===== config.mk =====
export PLATFORM = sky130hd
export DESIGN_NAME = xpt_cyclic_tx
export DESIGN_NICKNAME = d
export VERILOG_FILES = /design/src/rtl/xpt_pkg.sv /design/src/rtl/xpt_fifo.sv /design/src/rtl/xpt_shifter.sv /design/src/rtl/xpt_ctrl.sv /design/src/rtl/xpt_cyclic_tx.sv
export SDC_FILE = /design/constraint.sdc
export NUM_CORES = 1
export LEC_CHECK = 0
export BUFFER_PORTS_ARGS = -buffer_cell sky130_fd_sc_hd__buf_2
export CORE_MARGIN = 3
export CORE_UTILIZATION = 35
export DETAILED_ROUTE_END_ITERATION = 6
export PLACE_DENSITY = 0.47
export SKIP_LAST_GASP = 1
export SYNTH_ARGS = -nofsm -noshare
export SYNTH_HDL_FRONTEND = slang
export SYNTH_SLANG_ARGS = --single-unit

===== constraint.sdc =====
create_clock -name clk -period 3.3 [get_ports clk]
set_input_delay 0.165 -clock clk [delete_from_list [all_inputs] [get_ports clk]]
set_output_delay 0.165 -clock clk [all_outputs]
set_load 0.02 [all_outputs]

===== src/rtl/xpt_pkg.sv =====
package xpt_pkg;

    typedef enum logic [1:0] {
        ST_IDLE = 2'd0,
        ST_SYNC = 2'd1,
        ST_DATA = 2'd2
    } tx_state_e;

    typedef enum logic [2:0] {
        TR_NONE,
        TR_RESET,
        TR_STOP,
        TR_START,
        TR_SYNC_END,
        TR_WRAP_STEP,
        TR_POP_STEP
    } tx_trans_e;

    localparam int CMD_W          = 8;
    localparam int CMD_RESET_BIT  = 0;
    localparam int CMD_START_BIT  = 2;
    localparam int CMD_REPEAT_BIT = 5;

endpackage


===== src/rtl/xpt_fifo.sv =====
module xpt_fifo #(
    parameter int DATA_W = 8,
    parameter int DEPTH  = 32
) (
    input  logic                          clk,
    input  logic                          rst_n,
    input  logic                          clear,
    input  logic                          wr_en,
    input  logic [DATA_W-1:0]             wr_data,
    input  logic                          pop,
    input  logic                          cyc_adv,
    input  logic                          cyc_rewind,
    output logic [DATA_W-1:0]             rd_data,
    output logic [$clog2(DEPTH):0]        count,
    output logic                          empty,
    output logic                          ovf
);
    localparam int AW = $clog2(DEPTH);
    localparam int CW = AW + 1;

    logic [DATA_W-1:0] mem [DEPTH];
    logic [AW-1:0]     head_q, tail_q, off_q;
    logic [CW-1:0]     count_q;
    logic              ovf_q;
    logic              full, wr_ok, pop_ok;
    logic [CW-1:0]     addr_sum;
    logic [AW-1:0]     rd_addr;

    function automatic logic [AW-1:0] step_ptr(input logic [AW-1:0] p);
        return (p == AW'(DEPTH - 1)) ? '0 : p + 1'b1;
    endfunction

    assign full   = (count_q == CW'(DEPTH));
    assign empty  = (count_q == '0);
    assign wr_ok  = wr_en && !full;
    assign pop_ok = pop && !empty;

    assign addr_sum = {1'b0, head_q} + {1'b0, off_q};
    assign rd_addr  = (addr_sum >= CW'(DEPTH)) ? AW'(addr_sum - CW'(DEPTH))
                                               : AW'(addr_sum);
    assign rd_data  = mem[rd_addr];
    assign count    = count_q;
    assign ovf      = ovf_q;

    always_ff @(posedge clk) begin
        if (wr_ok) begin
            mem[tail_q] <= wr_data;
        end
    end

    always_ff @(posedge clk or negedge rst_n) begin
        if (!rst_n) begin
            head_q  <= '0;
            tail_q  <= '0;
            off_q   <= '0;
            count_q <= '0;
            ovf_q   <= 1'b0;
        end else if (clear) begin
            head_q  <= '0;
            tail_q  <= '0;
            off_q   <= '0;
            count_q <= '0;
            ovf_q   <= 1'b0;
        end else begin
            if (wr_ok) begin
                tail_q <= step_ptr(tail_q);
            end
            if (pop_ok) begin
                head_q <= step_ptr(head_q);
            end
            count_q <= count_q + CW'(wr_ok) - CW'(pop_ok);
            if (wr_en && full) begin
                ovf_q <= 1'b1;
            end
            if (cyc_rewind) begin
                off_q <= '0;
            end else if (cyc_adv) begin
                off_q <= ((CW'(off_q) + 1'b1) >= count_q) ? '0 : off_q + 1'b1;
            end
        end
    end

endmodule


===== src/rtl/xpt_shifter.sv =====
module xpt_shifter #(
    parameter int DATA_W = 8
) (
    input  logic              clk,
    input  logic              rst_n,
    input  logic              shift_en,
    input  logic              sending,
    input  logic              restart,
    input  logic [DATA_W-1:0] byte_in,
    output logic              tx_bit,
    output logic              byte_done
);
    localparam int BW = (DATA_W > 1) ? $clog2(DATA_W) : 1;
    localparam logic [BW-1:0] LAST_IDX = BW'(DATA_W - 1);

    logic [BW-1:0] bidx_q;
    logic          line_q;

    assign byte_done = shift_en && sending && (bidx_q == LAST_IDX);
    assign tx_bit    = line_q;

    always_ff @(posedge clk or negedge rst_n) begin
        if (!rst_n) begin
            bidx_q <= '0;
            line_q <= 1'b1;
        end else begin
            if (shift_en) begin
                line_q <= sending ? byte_in[bidx_q] : 1'b1;
            end
            if (restart) begin
                bidx_q <= '0;
            end else if (shift_en && sending) begin
                bidx_q <= (bidx_q == LAST_IDX) ? '0 : bidx_q + 1'b1;
            end
        end
    end

endmodule


===== src/rtl/xpt_ctrl.sv =====
module xpt_ctrl
    import xpt_pkg::*;
(
    input  logic             clk,
    input  logic             rst_n,
    input  logic             cmd_wr,
    input  logic [CMD_W-1:0] cmd_data,
    input  logic             byte_done,
    input  logic             fifo_empty,
    input  logic             fifo_last,
    output tx_state_e        state_o,
    output logic             rep_o,
    output logic             pop,
    output logic             cyc_adv,
    output logic             cyc_rewind,
    output logic             fifo_clear,
    output logic             restart
);
    localparam logic [CMD_W-1:0] CMD_USED =
        (CMD_W'(1) << CMD_RESET_BIT) | (CMD_W'(1) << CMD_START_BIT) |
        (CMD_W'(1) << CMD_REPEAT_BIT);

    tx_state_e state_q, state_d;
    logic      rep_q, rep_d;
    tx_trans_e tr;
    logic      do_reset, do_start, want_rep;
    logic      unused_cmd_bits;

    assign do_reset        = cmd_data[CMD_RESET_BIT];
    assign do_start        = cmd_data[CMD_START_BIT];
    assign want_rep        = cmd_data[CMD_REPEAT_BIT];
    assign unused_cmd_bits = ^(cmd_data & ~CMD_USED);

    // state register
    always_ff @(posedge clk or negedge rst_n) begin
        if (!rst_n) begin
            state_q <= ST_IDLE;
            rep_q   <= 1'b0;
        end else begin
            state_q <= state_d;
            rep_q   <= rep_d;
        end
    end

    // transition selection: commands first, then the byte step
    always_comb begin
        tr = TR_NONE;
        if (cmd_wr && do_reset) begin
            tr = TR_RESET;
        end else if (cmd_wr && rep_q && !want_rep) begin
            tr = TR_STOP;
        end else if (cmd_wr && (state_q == ST_IDLE) && do_start) begin
            tr = TR_START;
        end else if (byte_done) begin
            unique case (state_q)
                ST_SYNC: tr = TR_SYNC_END;
                ST_DATA: tr = rep_q ? TR_WRAP_STEP : TR_POP_STEP;
                default: tr = TR_NONE;
            endcase
        end
    end

    // next state
    always_comb begin
        state_d = state_q;
        rep_d   = rep_q;
        unique case (tr)
            TR_RESET, TR_STOP: begin
                state_d = ST_IDLE;
                rep_d   = 1'b0;
            end
            TR_START: begin
                state_d = ST_SYNC;
                rep_d   = want_rep;
            end
            TR_SYNC_END: begin
                if (fifo_empty) begin
                    state_d = ST_IDLE;
                    rep_d   = 1'b0;
                end else begin
                    state_d = ST_DATA;
                end
            end
            TR_POP_STEP: begin
                if (fifo_last) begin
                    state_d = ST_IDLE;
                end
            end
            default: begin
                state_d = state_q;
            end
        endcase
    end

    // outputs
    always_comb begin
        fifo_clear = (tr == TR_RESET);
        restart    = (tr == TR_RESET) || (tr == TR_STOP) || (tr == TR_START);
        cyc_rewind = (tr == TR_START);
        cyc_adv    = (tr == TR_WRAP_STEP);
        pop        = (tr == TR_POP_STEP);
    end

    assign state_o = state_q;
    assign rep_o   = rep_q;

endmodule


===== src/rtl/xpt_cyclic_tx.sv =====
module xpt_cyclic_tx
    import xpt_pkg::*;
#(
    parameter int DATA_W     = 8,
    parameter int FIFO_DEPTH = 32
) (
    input  logic              clk,
    input  logic              rst_n,
    input  logic              fifo_wr,
    input  logic [DATA_W-1:0] fifo_wdata,
    input  logic              cmd_wr,
    input  logic [7:0]        cmd_data,
    input  logic              tx_clk_en,
    output logic              tx_bit,
    output logic              fifo_ovf
);
    localparam int CW = $clog2(FIFO_DEPTH) + 1;
    localparam logic [DATA_W-1:0] SYNC_PATTERN = {DATA_W{1'b1}};

    tx_state_e         state_q;
    logic              rep_q;
    logic              pop, cyc_adv, cyc_rewind, fifo_clear, restart;
    logic              byte_done, fifo_empty, fifo_last, sending;
    logic [CW-1:0]     fifo_count;
    logic [DATA_W-1:0] fifo_rd, byte_in;

    assign fifo_last = (fifo_count == CW'(1));
    assign sending   = (state_q != ST_IDLE);
    assign byte_in   = (state_q == ST_SYNC) ? SYNC_PATTERN : fifo_rd;

    xpt_fifo #(
        .DATA_W (DATA_W),
        .DEPTH  (FIFO_DEPTH)
    ) u_fifo (
        .clk        (clk),
        .rst_n      (rst_n),
        .clear      (fifo_clear),
        .wr_en      (fifo_wr),
        .wr_data    (fifo_wdata),
        .pop        (pop),
        .cyc_adv    (cyc_adv),
        .cyc_rewind (cyc_rewind),
        .rd_data    (fifo_rd),
        .count      (fifo_count),
        .empty      (fifo_empty),
        .ovf        (fifo_ovf)
    );

    xpt_ctrl u_ctrl (
        .clk        (clk),
        .rst_n      (rst_n),
        .cmd_wr     (cmd_wr),
        .cmd_data   (cmd_data),
        .byte_done  (byte_done),
        .fifo_empty (fifo_empty),
        .fifo_last  (fifo_last),
        .state_o    (state_q),
        .rep_o      (rep_q),
        .pop        (pop),
        .cyc_adv    (cyc_adv),
        .cyc_rewind (cyc_rewind),
        .fifo_clear (fifo_clear),
        .restart    (restart)
    );

    xpt_shifter #(
        .DATA_W (DATA_W)
    ) u_shift (
        .clk       (clk),
        .rst_n     (rst_n),
        .shift_en  (tx_clk_en),
        .sending   (sending),
        .restart   (restart),
        .byte_in   (byte_in),
        .tx_bit    (tx_bit),
        .byte_done (byte_done)
    );

endmodule


==> summary.md <==
| Metric | Value |
|---|---|
| Layout cells sized above 1 | `0.301` |
| CTS tree | `yes` |
| Ports | `23` |
| Post-synth ARST share | `0.102` |
| CP max stage delay | `0.88 ns` |
| Layout Utilization | `0.432` |
| Final period util | `0.984` |
| Critical path capture point type | `register` |
| HPWL after DPL | `19500 um` |
| Core footprint | `33900 um^2` |
| CTS sink count | `285` |
| Congestion Overflow GR | `0` |
| Initial antenna violation count | `0` |
| Max IR drop VDD | `0.000444 V` |
| Row Count | `67` |
| Critical R2R Launch | `u_fifo.off_q[0]` |
| Register area | `8410 um^2` |
| Setup-failing EPs final | `0` |
| Crit path kind | `reg2reg` |
| Max-slew headroom | `0.330` |
| Wirelength per Cell | `22.5 um` |
| Final Hold Vio Count | `0` |
| Warnings from Yosys | `0` |
| Crit Path Max Fanout | `12` |
| Inserted Diodes | `0` |
| CP bufs+invs | `2` |
| Status | `completed` |
| CTS buffer count | `34` |
| Die Wd | `192 um` |
| Worst skew pair latency | `0.52 ns` |
| Die footprint | `37000 um^2` |
| Nature of the critical path startpoint | `register` |
| Critical Path Source | `u_fifo.off_q[0]` |
| CP arrival | `3.67 ns` |
| Post-route ant nets | `0` |
| Area grow syn2layout | `20.4%` |
| Clock Tree Root | `clkbuf_16` |
| Pin count of the biggest net entering global routing | `33` |
| Most used flip-flop cell after synthesis | `edfxtp_1` |
| CTS max path bufs | `3` |
| Setup Skew | `0.0185 ns` |
| Initial DRC Count | `487` |
| Min-Delay Path Class | `in2reg` |
| Syn Nets | `758` |
| Synth cell types | `60` |
| Final WL | `29100 um` |
| Via count | `6719` |
| Die Span Y | `192 um` |
| GPL Wtd Cong | `0.852` |
| Post-synth EDFFs | `256` |
| Synth Cell Area | `12100 um^2` |
| IO Port Bufs | `17` |
| Min-delay src | `cmd_data[0]` |
| Pre-Repair DR Iteration Count | `5` |
| Post-Syn Instances | `703` |
| Initial core utilization | `0.359` |
| Total track usage | `0.163` |
| CP required | `3.73 ns` |
| Seq/Total Area, Yosys | `0.693` |
| R2R Setup Slk | `0.05 ns` |
| First-pass GRT wire length | `44400 um` |
| Drt drc | `0` |
| FF+latch count, synth | `285` |
| Final min period | `3.25 ns` |
| Fmax | `308 MHz` |
| Max-slew violation count | `0` |
| H-tree level count | `2` |
| Worst path slowest cell | `fa_4` |
| Maxcap violations | `0` |
| Hold slack | `0.107 ns` |
| Vias in the first global route | `6993` |
| Worst-path clk slew | `0.05 ns` |
| Syn Area/Cell | `17.3 um^2` |
| Critical path's top delay family | `adder cells` |
| Multi-input logic area | `3620 um^2` |
| Nets | `876` |
| P_leak | `5.11 nW` |
| DR vias/cell | `5.19` |
| Fillers | `3038` |
| Worst path cell trace | `ha_4 -> fa_4 -> buf_4 -> buf_12 -> mux4_2 -> mux2_1 -> a221oi_2 -> a211oi_1 -> o32a_1` |
| Pwr Density | `584 nW/um^2` |
| Slew @ Worst Pin | `1.00 ns` |
## where the power goes
group | internal (mW) | leakage [nW] | switching (mW) | total, mW
clock | 2.11 | 0.518 | 1.42 | 3.53
combinational | 0.353 | 1.90 | 0.527 | 0.880
sequential | 4.07 | 2.70 | 0.0565 | 4.13
## final cells by class
cell class,instances,area share
clock buffers,44,0.0622
inverters,21,0.00539
multi-input cells,368,0.247
well taps,448,0.0383
repair buffers,111,0.0614
clock inverters,17,0.00976
flip-flops and latches,285,0.576
## path summary, 6_finish.rpt
check	endpoint	cells past startpoint
setup reg to reg	u_shift.tx_bit	9
setup / recovery	u_shift.tx_bit	9
min in group asynchronous	u_fifo.count[5]	2
max in group asynchronous	u_ctrl.state_o[1]	2
hold / removal	u_ctrl.state_o[0]	4
hold reg to reg	u_fifo.ovf	2
## layout by cell type (no fill, tap or decap), types with 4 or more instances in the layout
cell and instances:
buf_4 83, buf_2 17, o21ai_0 13, inv_1 17
ha_4 5, dfrtp_1 28, xnor2_1 5, clkbuf_1 9
ha_1 26, nor2_1 67, clkinv_1 5, nand3_1 10
clkinv_2 8, a31oi_1 5, and3_1 5, a21o_1 6
nand3b_1 4, nand2_1 45, xor2_1 5, clkbuf_16 35
mux4_2 68, edfxtp_1 256, mux2i_1 12, nor3_1 7
and2_1 4, a21oi_1 20, buf_12 5
## Yosys cell counts, types with 3 or more instances
cell       number  share of area
nand3_1        10         0.0041
a211oi_1        3         0.0019
clkbuf_1       12         0.0037
a31oi_1         5         0.0026
inv_1          20         0.0062
a21oi_1        23         0.0095
edfxtp_1      256           0.63
nand2_1        45          0.014
o21ai_0        14         0.0058
buf_6           3         0.0028
ha_1           32          0.033
mux4_2         68           0.13
and2_1          4         0.0021
nor2b_1         3         0.0015
or2_1           3         0.0015
xor2_1          5         0.0036
nor2_1         67          0.021
nand2b_1        4         0.0021
buf_2          10         0.0041
and3_1          5         0.0026
nor3_1          7         0.0029
xnor2_1         5         0.0036
a2111oi_0       4         0.0029
mux2i_1        14          0.012
dfrtp_1        28          0.058
nand3b_1        4         0.0025
a21o_1          6         0.0037
## worst reg2reg max path, stage by stage (launching register included)
cell and delay, ns:
dfrtp_1 0.41, ha_4 0.18, fa_4 0.88, buf_4 0.18
buf_12 0.15, mux4_2 0.32, mux2_1 0.34, a221oi_2 0.26
a211oi_1 0.09, o32a_1 0.35
## registers in the layout (all words and copies together) (netlist names)
signal and count:
u_fifo.ovf 1, u_fifo.off_q 5, u_shift.tx_bit 1, u_fifo.mem 256, u_shift.bidx_q 3, u_fifo.tail_q 5
u_ctrl.state_o 2, u_fifo.count 6, u_fifo.head_q 5, u_ctrl.rep_o 1
## through the flow
step           power (mW)  TNS [ns]  area [um^2]  instances  setup slack (ns)
2_1_floorplan        4.70         0        12100        703           0.00490
3_3_place_gp         5.02         0        13300       1219           0.00315
3_5_place_dp         5.04         0        13300       1219           0.00130
4_1_cts              8.61         0        14400       1286           0.00944
5_1_grt              8.91   -0.0116        14600       1294           -0.0116
6_report             8.54         0        14600       1294            0.0540
## timing repair
| action | CTS | global route |
|---|---|---|
| hold endpoints to repair | 30 | 0 |
| endpoints found under the setup margin | 1 | 3 |
| pin swaps | 1 | 13 |
| hold buffers | 3 | 0 |
| gates cloned | 1 | 0 |
| setup buffers | 2 | 8 |
| resized for setup | 2 | 28 |
## kinds of logic (layout without fill, tap and decap cells)
family          Yosys count  count (layout)  synth area share
flops                   285             285             0.693
simple gates            165             165            0.0626
mux                      85              85             0.140
compound gates           73              73            0.0394
buf+inv                  50             193            0.0199
fa+ha+maj                34              34            0.0363
xor+xnor                 11              11           0.00855
## layer usage
metal | vias to the layer above | GRT usage | part of all wire
met5 | - | 0 | 0
met4 | 0 | 0.0429 | 0.020
met3 | 42 | 0.0300 | 0.048
met2 | 176 | 0.261 | 0.48
met1 | 3501 | 0.232 | 0.45
li1 | 3000 | - | -
(Power assumes the default switching activity.)
